`config.mk`:
```
export PLATFORM = sky130hd
export DESIGN_NAME = sram_port_ctl
export DESIGN_NICKNAME = d
export VERILOG_FILES = /design/src/rtl/sram_port_ctl_pkg.sv /design/src/rtl/sram_port_ctl_decode.sv /design/src/rtl/sram_port_ctl_fsm.sv /design/src/rtl/sram_port_ctl_oe_gate.sv /design/src/rtl/sram_port_ctl.sv
export SDC_FILE = /design/constraint.sdc
export NUM_CORES = 1
export LEC_CHECK = 0
export BUFFER_PORTS_ARGS = -buffer_cell sky130_fd_sc_hd__buf_2
export CAP_MARGIN = 0
export CORE_AREA = 2 2 39 41
export DETAILED_ROUTE_END_ITERATION = 6
export DIE_AREA = 0 0 41 43
export HOLD_SLACK_MARGIN = 0.08
export PLACE_DENSITY = 0.36
export SLEW_MARGIN = 25
export SYNTH_ARGS = -nofsm -noshare
export SYNTH_HDL_FRONTEND = slang
export SYNTH_SLANG_ARGS = --single-unit
```
`constraint.sdc`:
```
create_clock -name clk -period 1.8 [get_ports clk]
set_clock_uncertainty 0.15 [all_clocks]
set_input_delay 0 -clock clk [delete_from_list [all_inputs] [get_ports clk]]
set_output_delay 0 -clock clk [all_outputs]
set_load 0.03 [all_outputs]
```
`src/rtl/sram_port_ctl_pkg.sv`:
```
package sram_port_ctl_pkg;

    typedef enum logic [2:0] {
        ST_IDLE,
        ST_RD_FIRST,
        ST_RD,
        ST_WR,
        ST_DOZE
    } ctl_state_t;

    typedef enum logic [1:0] {
        CMD_NONE,
        CMD_DESEL,
        CMD_START_RD,
        CMD_START_WR
    } ctl_cmd_t;

endpackage

```
`src/rtl/sram_port_ctl_decode.sv`:
```
module sram_port_ctl_decode
    import sram_port_ctl_pkg::*;
(
    input  logic     sel_a_n,
    input  logic     sel_b,
    input  logic     sel_c_n,
    input  logic     host_stb_n,
    input  logic     ctrl_stb_n,
    input  logic     wr_req_n,
    output ctl_cmd_t cmd
);

    logic selected;
    logic host_take;
    logic ctrl_take;

    assign selected  = !sel_a_n && sel_b && !sel_c_n;
    // host strobe only counts while select A is asserted
    assign host_take = !host_stb_n && !sel_a_n;
    assign ctrl_take = !ctrl_stb_n;

    always_comb begin
        cmd = CMD_NONE;
        if (host_take) begin
            cmd = selected ? CMD_START_RD : CMD_DESEL;
        end else if (ctrl_take) begin
            if (!selected)
                cmd = CMD_DESEL;
            else if (!wr_req_n)
                cmd = CMD_START_WR;
            else
                cmd = CMD_START_RD;
        end
    end

endmodule

```
`src/rtl/sram_port_ctl_fsm.sv`:
```
module sram_port_ctl_fsm
    import sram_port_ctl_pkg::*;
(
    input  logic     clk,
    input  logic     rst_n,
    input  logic     doze,
    input  logic     wr_req_n,
    input  ctl_cmd_t cmd,
    output logic     acc_vld,
    output logic     acc_wr,
    output logic     rd_live
);

    ctl_state_t state_q;
    ctl_state_t state_d;
    logic       resting;

    assign resting = (state_q == ST_IDLE) || (state_q == ST_DOZE);

    always_ff @(posedge clk or negedge rst_n) begin
        if (!rst_n)
            state_q <= ST_IDLE;
        else
            state_q <= state_d;
    end

    always_comb begin
        state_d = state_q;
        if (doze) begin
            state_d = ST_DOZE;
        end else begin
            unique case (cmd)
                CMD_DESEL:    state_d = ST_IDLE;
                CMD_START_WR: state_d = ST_WR;
                CMD_START_RD: state_d = resting ? ST_RD_FIRST : ST_RD;
                default: begin
                    if (resting)
                        state_d = ST_IDLE;
                    else
                        state_d = wr_req_n ? ST_RD : ST_WR;
                end
            endcase
        end
    end

    always_comb begin
        acc_vld = 1'b0;
        acc_wr  = 1'b0;
        rd_live = 1'b0;
        unique case (state_q)
            ST_RD_FIRST: acc_vld = 1'b1;
            ST_RD: begin
                acc_vld = 1'b1;
                rd_live = 1'b1;
            end
            ST_WR: begin
                acc_vld = 1'b1;
                acc_wr  = 1'b1;
            end
            default: ;
        endcase
    end

    AST_WR_IS_VALID: assert property (@(posedge clk) disable iff (!rst_n)
        acc_wr |-> acc_vld);

endmodule

```
`src/rtl/sram_port_ctl_oe_gate.sv`:
```
module sram_port_ctl_oe_gate #(
    parameter int LANES = 4
) (
    input  logic             rd_live,
    input  logic             out_en_n,
    output logic [LANES-1:0] bus_drive
);

    for (genvar g = 0; g < LANES; g++) begin : g_lane
        assign bus_drive[g] = rd_live && !out_en_n;
    end

endmodule

```
`src/rtl/sram_port_ctl.sv`:
```
module sram_port_ctl
    import sram_port_ctl_pkg::*;
#(
    parameter int LANES = 4
) (
    input  logic             clk,
    input  logic             rst_n,
    input  logic             sel_a_n,
    input  logic             sel_b,
    input  logic             sel_c_n,
    input  logic             host_stb_n,
    input  logic             ctrl_stb_n,
    input  logic             wr_req_n,
    input  logic             out_en_n,
    input  logic             doze,
    output logic             acc_vld,
    output logic             acc_wr,
    output logic [LANES-1:0] bus_drive
);

    localparam logic [LANES-1:0] NO_DRIVE = '0;

    ctl_cmd_t cmd;
    logic     rd_live;

    sram_port_ctl_decode u_decode (
        .sel_a_n    (sel_a_n),
        .sel_b      (sel_b),
        .sel_c_n    (sel_c_n),
        .host_stb_n (host_stb_n),
        .ctrl_stb_n (ctrl_stb_n),
        .wr_req_n   (wr_req_n),
        .cmd        (cmd)
    );

    sram_port_ctl_fsm u_fsm (
        .clk      (clk),
        .rst_n    (rst_n),
        .doze     (doze),
        .wr_req_n (wr_req_n),
        .cmd      (cmd),
        .acc_vld  (acc_vld),
        .acc_wr   (acc_wr),
        .rd_live  (rd_live)
    );

    sram_port_ctl_oe_gate #(.LANES(LANES)) u_oe_gate (
        .rd_live   (rd_live),
        .out_en_n  (out_en_n),
        .bus_drive (bus_drive)
    );

    AST_START_NEEDS_SELECT: assert property (@(posedge clk) disable iff (!rst_n)
        $rose(acc_vld) |-> $past(!sel_a_n && sel_b && !sel_c_n));

    AST_HOST_IGNORED: assert property (@(posedge clk) disable iff (!rst_n)
        (!doze && sel_a_n && !host_stb_n && ctrl_stb_n && !acc_vld) |=> !acc_vld);

    AST_HOST_PRIORITY: assert property (@(posedge clk) disable iff (!rst_n)
        (!doze && !sel_a_n && sel_b && !sel_c_n && !host_stb_n && !ctrl_stb_n)
        |=> (acc_vld && !acc_wr));

    AST_DESELECT: assert property (@(posedge clk) disable iff (!rst_n)
        (!doze && !ctrl_stb_n && (sel_a_n || !sel_b || sel_c_n)) |=> !acc_vld);

    AST_CTRL_WRITE: assert property (@(posedge clk) disable iff (!rst_n)
        (!doze && !sel_a_n && sel_b && !sel_c_n && host_stb_n && !ctrl_stb_n && !wr_req_n)
        |=> acc_wr);

    AST_FIRST_READ_MASK: assert property (@(posedge clk) disable iff (!rst_n)
        ($rose(acc_vld) && !acc_wr) |-> (bus_drive == NO_DRIVE));

    AST_NO_DRIVE_IDLE: assert property (@(posedge clk) disable iff (!rst_n)
        (!acc_vld || acc_wr) |-> (bus_drive == NO_DRIVE));

    AST_DOZE_BLOCKS: assert property (@(posedge clk) disable iff (!rst_n)
        doze |=> !acc_vld);

endmodule

```
==> metrics <==
status=finished, final reports clean; post-synthesis mux area share=0; Final period util=0.908; io pins=16; vias in the first global route=243; WP data arrival=1.60 ns; Leakage=0.204 nW; Largest register FFs=3; diode count=0; number of fill cells in the layout=154; layout cells sized above 1=0.447; Avg Inst Size Synth=9.70 um^2; register area share after synthesis=0.387; total die area=1760 um^2; worst r2r path cells=3; gr usage total=0.0796; Worst-Skew Late Latency=0.23 ns; worst path buffer plus inverter count=3; register name with the most flops=u_fsm.state_q; clock buffer depth=2; Pins Over Slew Limit=0; Hold Violations, Final=0; Reg clk slew, reported paths=0.04 ns; total power=0.000242 W; Mapped Area=194 um^2; slowest cell delay on critical path=0.57 ns; vias=251; syn_nets=30; H-tree depth=1; vias per cell=3.98; RSZ-0062 raised after global routing=false; Placer Congestion=0.601; Cell Chain, Critical Path=dlygate4sd3_1, buf_2, o21a_1, dlygate4sd3_1, o32ai_1, nor2_1; CP startpoint kind=primary input; Area Overhead vs Synth=111%; Synth Area in Adders=0; clk sinks=3; antenna violations before repair=0; initial core utilization=0.140; kind of end point of the critical path=flip-flop; max cap viols=0; DRT iter0 DRCs=1; final core occ=0.296; area post-placement=273 um^2; core area=1380 um^2; met2 WL=290 um; Post-DP HPWL=378 um; fmax=612 MHz; Metal-1 WL=232 um; compound-gate portion of the synthesized area=0.155; Worst Hold Class=primary input to output port; cts bufs inserted=3; largest family of logic cells by synthesized area=simple AND/OR/NAND/NOR gates; first-pass GRT wire length=862 um; critical path depth=6; final instance area=409 um^2; CP required=1.77 ns; Tmin final=1.64 ns; Setup-failing EPs final=0; met3 routed WL=49 um; per-cell routed wire length=9.06 um; DR pass1 iterations=2; Post-Synth Simple-Gate Area=0.342; Seq cells post-synth=3; Top Registers=u_fsm.state_q (3); CTS Root Cell=clkbuf_4; Mapped Cells=20; Worst Hold Depth=3; largest net degree at the start of global routing=5; Slowest cell on crit path=dlygate4sd3_1; Die Span X=41 um; Layout Nets=58; CP max FO=2; Slew @ Worst Pin=0.328 ns; CTS tree=done; CP most frequent cell=dlygate4sd3_1; Top Family by Delay on Critical Path=buffers and inverters; gr ovfl total=0; # DRC=0; top sig layer=met3; Yosys Warn Count=0; # rows=14; xor and xnor area share after synthesis=0; VDD IR-drop max=164 uV; Post-Route WL=571 um; Post-CTS Repair Setup Buffers=0; Post-Route Setup TNS=0 ns; post-route ant nets=0; max_slew headroom=0.781; WHS=0.158 ns; power density cells=592 nW/um^2; I/O Buffers=15; Crit Path Class=primary input to flip-flop; Die Span Y=43 um; Resized cells post-CTS=0; Yosys cell types=12
[worst min-delay path, delay by kind of cell]
family	cells	cell delay, ns
buffers and inverters	2	0.25
AND/OR/NAND/NOR	1	0.05
[layout by cell type (no fill, tap or decap)]
cell type / n
clkbuf_1: 1
nor3_1: 1
o2bb2ai_1: 1
a21oi_1: 1
dfrtp_1: 3
clkbuf_4: 3
nor2_1: 4
o32ai_1: 1
nor3b_2: 2
and3b_1: 1
nor4b_2: 1
o21a_1: 1
nand2_1: 1
buf_2: 15
dlygate4sd3_1: 11
[report_power, final]
group           total, W  switching, W  internal, W
clock network   0.000120     0.0000368    0.0000832
logic          0.0000495     0.0000193    0.0000302
registers      0.0000728    0.00000240    0.0000704
[per-layer routing]
layer / track usage / vias to the layer above
li1: - / 123
met2: 0.109 / 15
met5: 0 / -
met4: 0.100 / 0
met3: 0.0314 / 0
met1: 0.0747 / 113
[metrics by stage]
step	worst slack, ns	cells
after floorplan	0.174	20
after global placement	0.658	48
after detailed placement	0.602	48
after CTS	0.182	63
after global routing	0.126	63
final	0.165	63
[cells by family after synthesis]
kind of cell / after synthesis
AOI/OAI and AO/OA: 4
buffers and inverters: 3
DFF: 3
and+or+nand+nor: 10
[final timing paths]
check / from / end / slack, ns
worst max-delay path: sel_a_n / u_fsm.state_q[1] / 0.16
worst min-delay path: out_en_n / bus_drive[0] / 0.16
worst max register to register: u_fsm.state_q[0] / u_fsm.state_q[0] / 0.74
worst min register to register: u_fsm.state_q[1] / u_fsm.state_q[1] / 0.44
max in group asynchronous: rst_n / u_fsm.state_q[0] / 0.87
min in group asynchronous: rst_n / u_fsm.state_q[1] / 0.48
[cells in the mapped netlist]
cell,n,share of area
nor2_1,4,0.077
o21a_1,1,0.039
a21oi_1,1,0.026
o32ai_1,1,0.045
nor3_1,1,0.026
o2bb2ai_1,1,0.045
buf_4,3,0.12
dfrtp_1,3,0.39
nor4b_1,1,0.045
nor3b_2,2,0.13
nand2_1,1,0.019
and3b_1,1,0.045
[final cells by class]
type	instances	area (um^2)	area share
clock buffer	4	26.3	0.0642
multi-input combinational	14	103	0.251
sequential	3	75.1	0.183
tap	16	20.0	0.0489
timing repair buffer	26	185	0.453
[repair_timing]
item,4_1_cts,5_1_grt
endpoints found under the hold margin,6,0
hold buffers,11,0
setup endpoints to repair,0,0
Power figures use the tool's default switching activity.
